### src/rtl/alw_pkg.sv
package alw_pkg;
  localparam int STAMP_W = 32;
  typedef logic [STAMP_W-1:0] stamp_t;

  // wrap-around distance from b forward to a
  function automatic stamp_t stamp_gap(input stamp_t a, input stamp_t b);
    return a - b;
  endfunction

  // true when a is at or after b, judged on the signed modular distance
  function automatic logic stamp_reached(input stamp_t a, input stamp_t b);
    stamp_t d;
    d = a - b;
    return ~d[STAMP_W-1];
  endfunction
endpackage

### src/rtl/act_rank_decode.sv
module act_rank_decode #(
  parameter int NUM_RANKS = 3,
  parameter int RANK_W    = 2
) (
  input  logic              act_valid,
  input  logic [RANK_W-1:0] act_rank,
  output logic [NUM_RANKS-1:0] hit,
  output logic              bad
);
  genvar r;
  generate
    for (r = 0; r < NUM_RANKS; r++) begin : g_hit
      assign hit[r] = act_valid && (act_rank == RANK_W'(r));
    end
  endgenerate

  // indices past the last rank are rejected
  assign bad = act_valid && (32'(act_rank) >= 32'(NUM_RANKS));
endmodule

### src/rtl/act_rank_history.sv
module act_rank_history
  import alw_pkg::*;
#(
  parameter int ACT_LIMIT = 4,
  parameter int WINDOW    = 40
) (
  input  logic   clk,
  input  logic   rst_n,
  input  logic   hit,
  input  stamp_t ts,
  output stamp_t allow_at,
  output logic   viol
);
  localparam stamp_t WIN = stamp_t'(WINDOW);

  generate
    if (ACT_LIMIT == 0) begin : g_off
      // tracking disabled
      assign allow_at = '0;
      assign viol     = 1'b0;
    end else begin : g_on
      stamp_t hist [ACT_LIMIT];
      stamp_t oldest_pre;
      stamp_t oldest_post;
      logic   viol_d;
      logic   gate_d;
      stamp_t allow_q;
      logic   viol_q;

      if (ACT_LIMIT == 1) begin : g_one
        assign oldest_post = ts;
      end else begin : g_many
        assign oldest_post = hist[ACT_LIMIT-2];
      end
      assign oldest_pre = hist[ACT_LIMIT-1];

      // zero entries are empty; differences wrap
      assign viol_d = hit && (oldest_pre != '0) && (stamp_gap(ts, oldest_pre) < WIN);
      assign gate_d = hit && (oldest_post != '0) && (stamp_gap(ts, oldest_post) < WIN);

      always_ff @(posedge clk or negedge rst_n) begin
        if (!rst_n) begin
          for (int i = 0; i < ACT_LIMIT; i++) hist[i] <= '0;
          allow_q <= '0;
          viol_q  <= 1'b0;
        end else begin
          viol_q <= viol_d;
          if (hit) begin
            hist[0] <= ts;
            for (int i = 1; i < ACT_LIMIT; i++) hist[i] <= hist[i-1];
          end
          if (gate_d) allow_q <= oldest_post + WIN;
        end
      end

      assign allow_at = allow_q;
      assign viol     = viol_q;

      assert_hold_idle_R3: assert property (@(posedge clk) disable iff (!rst_n)
        !hit |=> $stable(allow_q));

      assert_gate_range_R2: assert property (@(posedge clk) disable iff (!rst_n)
        !$stable(allow_q) |-> ($past(hit) && ((allow_q - $past(ts)) != '0)
                               && ((allow_q - $past(ts)) <= WIN)));
    end
  endgenerate
endmodule

### src/rtl/act_ready_cmp.sv
module act_ready_cmp
  import alw_pkg::*;
#(
  parameter int NUM_RANKS = 3
) (
  input  stamp_t                       now,
  input  logic [NUM_RANKS*STAMP_W-1:0] allow_bus,
  output logic [NUM_RANKS-1:0]         go
);
  genvar r;
  generate
    for (r = 0; r < NUM_RANKS; r++) begin : g_cmp
      // signed modular comparison
      assign go[r] = stamp_reached(now, allow_bus[r*STAMP_W +: STAMP_W]);
    end
  endgenerate
endmodule

### src/rtl/act_window_limiter.sv
module act_window_limiter
  import alw_pkg::*;
#(
  parameter int NUM_RANKS = 3,
  parameter int ACT_LIMIT = 4,
  parameter int WINDOW    = 40,
  localparam int RANK_W   = (NUM_RANKS > 1) ? $clog2(NUM_RANKS + 1) : 1
) (
  input  logic                         clk,
  input  logic                         rst_n,
  input  logic                         act_valid,
  input  logic [RANK_W-1:0]            act_rank,
  input  logic [STAMP_W-1:0]           act_time,
  input  logic [STAMP_W-1:0]           now,
  output logic [NUM_RANKS*STAMP_W-1:0] allow_at,
  output logic [NUM_RANKS-1:0]         act_go,
  output logic                         window_viol,
  output logic                         rank_err
);
  logic [NUM_RANKS-1:0] hit;
  logic [NUM_RANKS-1:0] viol_r;
  logic                 bad;
  logic                 err_q;

  act_rank_decode #(.NUM_RANKS(NUM_RANKS), .RANK_W(RANK_W)) u_dec (
    .act_valid(act_valid), .act_rank(act_rank), .hit(hit), .bad(bad)
  );

  genvar r;
  generate
    for (r = 0; r < NUM_RANKS; r++) begin : g_rank
      act_rank_history #(.ACT_LIMIT(ACT_LIMIT), .WINDOW(WINDOW)) u_hist (
        .clk(clk), .rst_n(rst_n), .hit(hit[r]), .ts(act_time),
        .allow_at(allow_at[r*STAMP_W +: STAMP_W]), .viol(viol_r[r])
      );
    end
  endgenerate

  act_ready_cmp #(.NUM_RANKS(NUM_RANKS)) u_cmp (
    .now(now), .allow_bus(allow_at), .go(act_go)
  );

  always_ff @(posedge clk or negedge rst_n) begin
    if (!rst_n) err_q <= 1'b0;
    else        err_q <= bad;
  end

  assign rank_err    = err_q;
  assign window_viol = |viol_r;

  // previous allowed times, kept only for the checks below
  logic [NUM_RANKS*STAMP_W-1:0] allow_prev;
  logic [NUM_RANKS-1:0]         moved;
  always_ff @(posedge clk or negedge rst_n) begin
    if (!rst_n) allow_prev <= '0;
    else        allow_prev <= allow_at;
  end
  always_comb begin
    for (int i = 0; i < NUM_RANKS; i++)
      moved[i] = allow_at[i*STAMP_W +: STAMP_W] != allow_prev[i*STAMP_W +: STAMP_W];
  end

  assert_one_rank_moves_R6: assert property (@(posedge clk) disable iff (!rst_n)
    $countones(moved) <= 1);

  assert_err_no_effect_R7: assert property (@(posedge clk) disable iff (!rst_n)
    rank_err |-> (moved == '0));

  assert_viol_needs_act_R5: assert property (@(posedge clk) disable iff (!rst_n)
    window_viol |-> $past(act_valid));
endmodule

### config.mk
export PLATFORM = sky130hd
export DESIGN_NAME = act_window_limiter
export DESIGN_NICKNAME = d
export VERILOG_FILES = /design/src/rtl/alw_pkg.sv /design/src/rtl/act_rank_decode.sv /design/src/rtl/act_rank_history.sv /design/src/rtl/act_ready_cmp.sv /design/src/rtl/act_window_limiter.sv
export SDC_FILE = /design/constraint.sdc
export NUM_CORES = 1
export LEC_CHECK = 0
export BUFFER_PORTS_ARGS = -buffer_cell sky130_fd_sc_hd__buf_2
export CAP_MARGIN = 10
export CORE_AREA = 4 4 284 202
export CTS_CLUSTER_DIAMETER = 50
export DETAILED_ROUTE_END_ITERATION = 12
export DIE_AREA = 0 0 288 206
export GPL_TIMING_DRIVEN = 0
export PLACE_DENSITY = 0.87
export SYNTH_ARGS = -nofsm -noshare
export SYNTH_HDL_FRONTEND = slang
export SYNTH_HIERARCHICAL = 1
export SYNTH_SLANG_ARGS = --single-unit
### constraint.sdc
create_clock -name clk -period 6.35 [get_ports clk]
set_input_delay 1.27 -clock clk [delete_from_list [all_inputs] [get_ports clk]]
set_output_delay 1.27 -clock clk [all_outputs]
set_load 0.1 [all_outputs]
==> impl_summary.txt, run 1 <==
----------------------------------------------------
[Clock network]
  Number of setup buffers added after CTS ... 0
  CTS tree ... yes
  CTS Root Cell ... sky130_fd_sc_hd__clkbuf_16
  Clock insertion delay at the later pin of the skew report ... 0.63 ns
  CTS H-Tree Depth ... 2
  Post-CTS Hold Buffers ... 0
  Clock slew at reported path FFs ... 0.06 ns
  Count of clock tree sinks ... 484
  Post-CTS Resized ... 0
  Clock Tree Buf Depth ... 3
  Total CTS buffers ... 52

[Synth]
  Post-synthesis average cell area ... 9.38 um^2
  Top cell type by total area after synthesis ... sky130_fd_sc_hd__dfrtp_1
  Netlist area before placement ... 32600 um^2
  Proportion of register bits with asynchronous set or reset after synthesis ... 100%
  Yosys warnings ... 6
  Post-synthesis sequential area ratio ... 37.2%
  Yosys cell types ... 82
  Leading cell types by total area after synthesis ... sky130_fd_sc_hd__dfrtp_1 (37%), sky130_fd_sc_hd__ha_1 (10%), sky130_fd_sc_hd__mux2_2 (7.2%), sky130_fd_sc_hd__o21ai_0 (4.6%), sky130_fd_sc_hd__mux2_4 (4.1%)
  Synthesized instance count ... 3472
  Share of Yosys cell area claimed by the top area cell type ... 37.2%
  Post-synth EDFFs ... 0
  Flip-flop cell with the highest count after synthesis ... sky130_fd_sc_hd__dfrtp_1
  Total nets after synthesis ... 3814
  Flip-flop and latch count after synthesis ... 484

[Route]
  Post-detailed-route count of antenna-violating nets ... 0
  Initial DRC count ... 3754
  Total routed wirelength ... 108000 um
  Routed wire length per instance ... 24.1 um
  DRC errors left ... 0
  Via count ... 28902
  Vias/cell ... 6.44
  Number of search-and-repair iterations in the first detailed-routing pass ... 6

[Timing]
  RSZ-0062 raised after global routing ... false
  Pins Over Slew Limit ... 0
  Post-Route Skew ... 0.0269 ns
  Min Tclk post-route ... 5.23 ns
  Final Hold Violating Endpoints ... 0
  Endpoints failing setup ... 0
  Post-route clock period utilization ... 82.3%
  Max Clk Rate ... 191 MHz
  Slew @ Worst Pin ... 0.931 ns
  Sum of negative setup slack ... 0 ns
  Final critical-path setup slack ... 1.12 ns
  Worst relative slew slack ... 37.4%
  Hold WS ... 0.473 ns

[Pwr]
  Switching power of the nets ... 5.17 mW
  Total internal power ... 7.56 mW
  Fraction of power spent switching nets ... 40.6%
  Pwr Density ... 351 nW/um^2
  Clock share of power ... 24.7%
  VDD IR-drop max ... 0.290 mV
  Power share of the sequential group ... 34.6%
  Proportion of power drawn by combinational gates ... 40.7%
  Total leakage power ... 16.0 nW

[Worst setup path]
  Critical path's top delay family ... compound AO/OA/AOI/OAI gates
  Maximum cell stage delay along the critical path ... 0.83 ns
  Data arrival time at the worst-slack endpoint ... 3.96 ns
  Crit-path max FO ... 3
  Worst path buffer plus inverter count ... 2
  CP Cell Sequence ... buf_2 > ha_1 > a21oi_1 > o21ai_0 > a21oi_1 > o41ai_1 > a211oi_1 > xnor2_1 > buf_2
  Slowest cell on the critical path ... sky130_fd_sc_hd__o41ai_1
  Critical Path End Type ... primary output
  Setup crit start kind ... primary input
  Req. time, crit path ... 5.08 ns
  Kind of critical path ... primary input to primary output

[Placement]
  Number of buffers inserted by port buffering ... 169
  Last weighted congestion value of the routability-driven placer ... 1.03
  Total half-perimeter wirelength after legalization and detailed placement ... 80900 um
  Placement Setup Slack ... 0.697 ns

[Cells and area]
  Number of nets at the end of the flow ... 4042
  Multi-input gate area ... 18500 um^2
  Area growth, synth to finish ... 11.3%
  Commonest non-fill, non-tap cell in the layout ... sky130_fd_sc_hd__dfrtp_1
  Leading cell types in the layout, fill and taps excluded ... sky130_fd_sc_hd__dfrtp_1 (484), sky130_fd_sc_hd__nand2_1 (343), sky130_fd_sc_hd__inv_1 (341)
  FF/Latch Area ... 12100 um^2
  Count of fill cells added during filler insertion ... 4303
  Ratio of cells with drive above 1 in the final layout ... 16.5%

[Global routing]
  Vias in the first global route ... 26883
  Antenna violations before repair ... 8
  Largest net degree at the start of global routing ... 126
  Total routing usage reported by global routing ... 36.1%
  Global-route wire length before repair ... 163000 um
  Final global-route overflow total ... 0

[Floorplanning]
  Initial Util ... 59.5%
  Core region area ... 54800 um^2
  Width of the chip ... 288 um
  Number of core rows ... 72
  Number of ports placed on the die boundary ... 170
  Die footprint ... 59300 um^2
  Vertical die dimension ... 206 um

[Flow run]
  # Max-Cap Violations ... 0

[Min path]
  Class of the tightest hold or removal check ... register to register

[Outcome]
  Result of the run ... completed

----------------------------------------------------
[flip-flops by register name, summed over array words and instances, names as in the netlist]
signal                          cells
g_rank.u_hist/g_on.oldest_pre      96
g_rank.u_hist/allow_at             96
g_rank.u_hist/viol                  3
g_rank.u_hist/g_on.hist           192
g_rank.u_hist/g_on.oldest_post     96
rank_err                            1
[layout make-up]
type	instances	share of cell area [%]
diodes	6	0.0414
repair buffers	174	2.68
flip-flops and latches	484	33.4
plain buffers	141	1.87
well taps	740	2.55
clock inverters	28	0.835
multi-input cells	2506	51.0
clock buffers	68	4.04
inverters	341	3.53
[cell usage after synthesis, drive strengths merged (81+ instances only)]
master / number
nand2: 343
inv: 341
o21ai: 307
nand4: 81
nand3: 83
dfrtp: 484
a21oi: 202
mux2: 301
nor2: 127
xnor2: 119
clkbuf: 112
ha: 273
[per-layer routing]
metal	up-vias	global-route usage, %	wire length [um]
met5	-	0	73
li1	12967	-	-
met3	312	12.8	14700
met4	10	15.8	5480
met1	13946	50.6	45100
met2	1667	50.3	42900
[final timing paths]
| path | start | to | slack, ns | cells past startpoint |
|---|---|---|---|---|
| worst max-delay path | now[4] | act_go[0] | 1.12 | 9 |
| worst min-delay path | g_rank[2].u_hist/g_on.hist[83] | g_rank[2].u_hist/g_on.oldest_post[19] | 0.47 | 2 |
| worst max register to register | g_rank[1].u_hist/g_on.oldest_post[9] | g_rank[1].u_hist/allow_at[6] | 1.66 | 15 |
| worst min register to register | g_rank[2].u_hist/g_on.hist[83] | g_rank[2].u_hist/g_on.oldest_post[19] | 0.47 | 2 |
| max in group asynchronous | rst_n | g_rank[2].u_hist/g_on.hist[95] | 3.98 | 4 |
| min in group asynchronous | rst_n | g_rank[0].u_hist/allow_at[29] | 0.56 | 1 |
[worst min-delay path, stage by stage, from the launching register on]
cell and delay (ns):
sky130_fd_sc_hd__dfrtp_1 0.34, sky130_fd_sc_hd__nand2_1 0.05, sky130_fd_sc_hd__o21ai_0 0.06
[cells by family after synthesis]
group / share of synthesized area [%]
simple gates: 13.3
compound gates: 16.9
flops: 37.2
buf+inv: 6.01
mux: 12.1
fa+ha+maj: 10.5
xor+xnor: 3.98
[metrics by stage]
step / area [um^2] / power, mW / cells / utilization (%)
after floorplan: 32600 / 7.92 / 3472 / -
after global placement: 34300 / 9.26 / 4381 / 62.7
after detailed placement: 34500 / 9.39 / 4386 / 62.9
after CTS: 36200 / 12.6 / 4482 / 66.2
after global routing: 36200 / 13.4 / 4482 / 66.2
final: 36300 / 12.7 / 4488 / 66.2
[power by group through the flow]
stage          Sequential [mW]  Combinational, mW  Clock (mW)
3_5_place_dp              4.41               4.98           0
6_report                  4.40               5.18        3.14
2_1_floorplan             4.15               3.76           0
3_3_place_gp              4.38               4.89           0
4_1_cts                   4.36               5.03        3.18
5_1_grt                   4.46               5.69        3.30
Note: power is estimated with default switching activity, not from simulation.
==> run 2: changes to the inputs <==
--- a/config.mk
+++ b/config.mk
@@ -7,12 +7,12 @@
 export LEC_CHECK = 0
 export BUFFER_PORTS_ARGS = -buffer_cell sky130_fd_sc_hd__buf_2
 export CAP_MARGIN = 10
-export CORE_AREA = 4 4 284 202
+export CORE_AREA = 4 4 291 208
 export CTS_CLUSTER_DIAMETER = 50
 export DETAILED_ROUTE_END_ITERATION = 12
-export DIE_AREA = 0 0 288 206
+export DIE_AREA = 0 0 295 212
 export GPL_TIMING_DRIVEN = 0
-export PLACE_DENSITY = 0.87
+export PLACE_DENSITY = 0.86
 export SYNTH_ARGS = -nofsm -noshare
 export SYNTH_HDL_FRONTEND = slang
 export SYNTH_HIERARCHICAL = 1
==> constraint.sdc (replaced) <==
create_clock -name clk -period 4.4 [get_ports clk]
set_input_delay 0.88 -clock clk [delete_from_list [all_inputs] [get_ports clk]]
set_output_delay 0.88 -clock clk [all_outputs]
set_load 0.1 [all_outputs]
==> run 2 against run 1 <==
  * Sequential power increased by 45%
  * Hold slack got worse by 0.25 ns
  * Clock power increased by 40%
  * Design area increased by 0.35%
  * Final cell count increased by 0.38%
  * Clock skew decreased by 0.0057 ns
  * Sequential share of layout area decreased by 0.11 points
==> impl_summary.txt, run 2 (synthesis results as in run 1) <==
----------------------------------------------------
[Timing]
  Pins Over Slew Limit ... 0
  Endpoints failing setup ... 0
  Post-Route Skew ... 0.0212 ns
  Slew @ Worst Pin ... 0.879 ns
  Final Hold Violating Endpoints ... 0
  Worst relative slew slack ... 41.4%
  Post-route clock period utilization ... 98.7%
  RSZ-0062 raised after global routing ... true
  Min Tclk post-route ... 4.34 ns
  Max Clk Rate ... 230 MHz

[Floorplanning]
  Initial Util ... 56.5%
  Die footprint ... 62500 um^2
  Vertical die dimension ... 212 um
  Number of core rows ... 74
  Number of ports placed on the die boundary ... 170
  Width of the chip ... 295 um
  Core region area ... 57700 um^2

[Pwr]
  Proportion of power drawn by combinational gates ... 41.1%
  Total power draw ... 18.3 mW
  Total leakage power ... 16.0 nW
  VDD IR-drop max ... 0.398 mV
  Pwr Density ... 504 nW/um^2
  Clock share of power ... 24.0%
  Fraction of power spent switching nets ... 40.7%
  Switching power of the nets ... 7.46 mW
  Power share of the sequential group ... 34.8%
  Total internal power ... 10.9 mW

[Route]
  Total routed wirelength ... 111000 um
  Vias/cell ... 6.49
  Post-detailed-route count of antenna-violating nets ... 0
  DRC errors left ... 0
  Via count ... 29232
  Initial DRC count ... 3687
  Number of search-and-repair iterations in the first detailed-routing pass ... 6
  Routed wire length per instance ... 24.6 um

[Placement]
  Total half-perimeter wirelength after legalization and detailed placement ... 81000 um
  Cell area after placement ... 34500 um^2
  Number of buffers inserted by port buffering ... 169
  Last weighted congestion value of the routability-driven placer ... 1.01
  Cell total after placement ... 4406

[Worst setup path]
  Setup crit start kind ... primary input
  Count of cells along the worst register-to-register path ... 14
  Req. time, crit path ... 4.89 ns
  Maximum cell stage delay along the critical path ... 0.45 ns
  WP depth ... 14
  CP Cell Sequence ... buf_4 > ha_1 > buf_2 > a21o_1 > a31oi_2 > inv_1 > a2111oi_2 > o2111ai_1 > nor4_2 > nand4_1 > a2111oi_4 > nand4_4 > buf_6 > mux2_4
  Worst path buffer plus inverter count ... 4
  Kind of critical path ... primary input to register
  Data arrival time at the worst-slack endpoint ... 4.84 ns
  Critical path's top delay family ... compound AO/OA/AOI/OAI gates
  Critical Path End Type ... register
  Slowest cell on the critical path ... sky130_fd_sc_hd__a2111oi_4
  Crit-path max FO ... 10

[Global routing]
  Global-route wire length before repair ... 166000 um
  Met1 track demand over resource in global routing ... 48.5%
  Final global-route overflow total ... 0
  Met3 GRT Util ... 13.7%
  Busiest grt layer ... met1
  Global routing met2 resource utilization ... 48.4%
  Total routing usage reported by global routing ... 34.9%
  Antenna violations before repair ... 13
  Largest net degree at the start of global routing ... 125
  Vias in the first global route ... 27314

[Clock network]
  CTS tree ... yes
  Clock insertion delay at the later pin of the skew report ... 0.62 ns
  CTS H-Tree Depth ... 2
  Clock Tree Buf Depth ... 3
  Count of clock tree sinks ... 484
  Total CTS buffers ... 50
  CTS Root Cell ... sky130_fd_sc_hd__clkbuf_16
  Clock slew at reported path FFs ... 0.06 ns

[Cells and area]
  Number of nets at the end of the flow ... 4040
  Count of fill cells added during filler insertion ... 4563
  Ratio of cells with drive above 1 in the final layout ... 16.9%
  Final design instance area without fill ... 36400 um^2
  Area growth, synth to finish ... 11.7%
  Leading cell types in the layout, fill and taps excluded ... sky130_fd_sc_hd__dfrtp_1 (482), sky130_fd_sc_hd__nand2_1 (343), sky130_fd_sc_hd__inv_1 (340)
  Top register by number of flip-flops ... g_rank.u_hist/g_on.hist
  Commonest non-fill, non-tap cell in the layout ... sky130_fd_sc_hd__dfrtp_1
  Final Util ... 63.1%
  Post-Layout Cell Count ... 4505
  Number of flip-flops under the largest register name ... 192

[Outcome]
  Result of the run ... completed

[Min path]
  Class of the tightest hold or removal check ... primary input to asynchronous set/reset pin

[Flow run]
  # Max-Cap Violations ... 0

----------------------------------------------------
-- run 2: cell count changes in the layout (fill, tap and decap cells not counted), sizes merged --
| cell | change |
|---|---|
| buf | -5 |
| inv | -1 |
| diode | +3 |
| clkbuf | +11 |
| clkinvlp | -1 |
| clkinv | -10 |
-- run 2: final timing paths --
| path | start | end | slack, ns |
|---|---|---|---|
| min in group clk | g_rank[2].u_hist/g_on.hist[82] | g_rank[2].u_hist/g_on.oldest_post[18] | 0.47 |
| max | act_time[8] | g_rank[2].u_hist/allow_at[18] | 0.06 |
| min | rst_n | g_rank[0].u_hist/g_on.hist[93] | 0.23 |
| max reg2reg | g_rank[2].u_hist/g_on.oldest_post[8] | g_rank[2].u_hist/allow_at[18] | 0.10 |
| max in group asynchronous | rst_n | g_rank[1].u_hist/g_on.oldest_post[10] | 2.71 |
| min reg2reg | g_rank[2].u_hist/g_on.hist[82] | g_rank[2].u_hist/g_on.oldest_post[18] | 0.47 |
-- run 2: layout make-up --
class                   count  area [um^2]  area share, %
clock inverters            16          208          0.571
flip-flops and latches    484        12100           33.3
inverters                 341         1280           3.52
well taps                 760          951           2.61
clock buffers              74         1470           4.05
plain buffers             136          659           1.81
diodes                      9         22.5         0.0619
repair buffers            179         1040           2.87
multi-input cells        2506        18600           51.2
-- run 2: worst reg2reg max path: cells and delay by family (launching register included) --
family	cells	cell delay, ns
muxes	1	0.32
adders and majority gates	1	0.26
buffers and inverters	4	0.74
DFF	1	0.42
and+or+nand+nor	3	0.81
AOI/OAI and AO/OA	5	1.65
-- run 2: metal layers --
metal  wire [um]  vias up
met1       43700    13992
met4        5330        8
met5          49        -
met3       17500      359
li1            -    12985
met2       44400     1888
-- run 2: timing repair --
item | CTS | global route
setup buffers | 5 | 0
resized for setup | 11 | 21
setup endpoints to repair | 66 | 96
pin swaps | 2 | 2
cloned | 0 | 0
hold buffers | 0 | 0
-- run 2: power by group through the flow --
stage | sequential, mW | clock, mW | combinational (mW)
after floorplan | 5.99 | 0 | 5.43
after global placement | 6.30 | 0 | 7.05
after detailed placement | 6.35 | 0 | 7.20
after CTS | 6.30 | 4.44 | 7.30
after global routing | 6.46 | 4.62 | 8.24
final | 6.39 | 4.41 | 7.54
-- run 2: through the flow --
step                      setup TNS [ns]  worst slack [ns]  hold WS, ns
after floorplan                        0             0.396        0.449
after CTS                              0            0.0126        0.247
final                                  0            0.0567        0.227
after detailed placement          -77.71             -1.08        0.465
after global routing             -0.0593           -0.0137        0.271
after global placement          -3485.46             -7.13        0.459
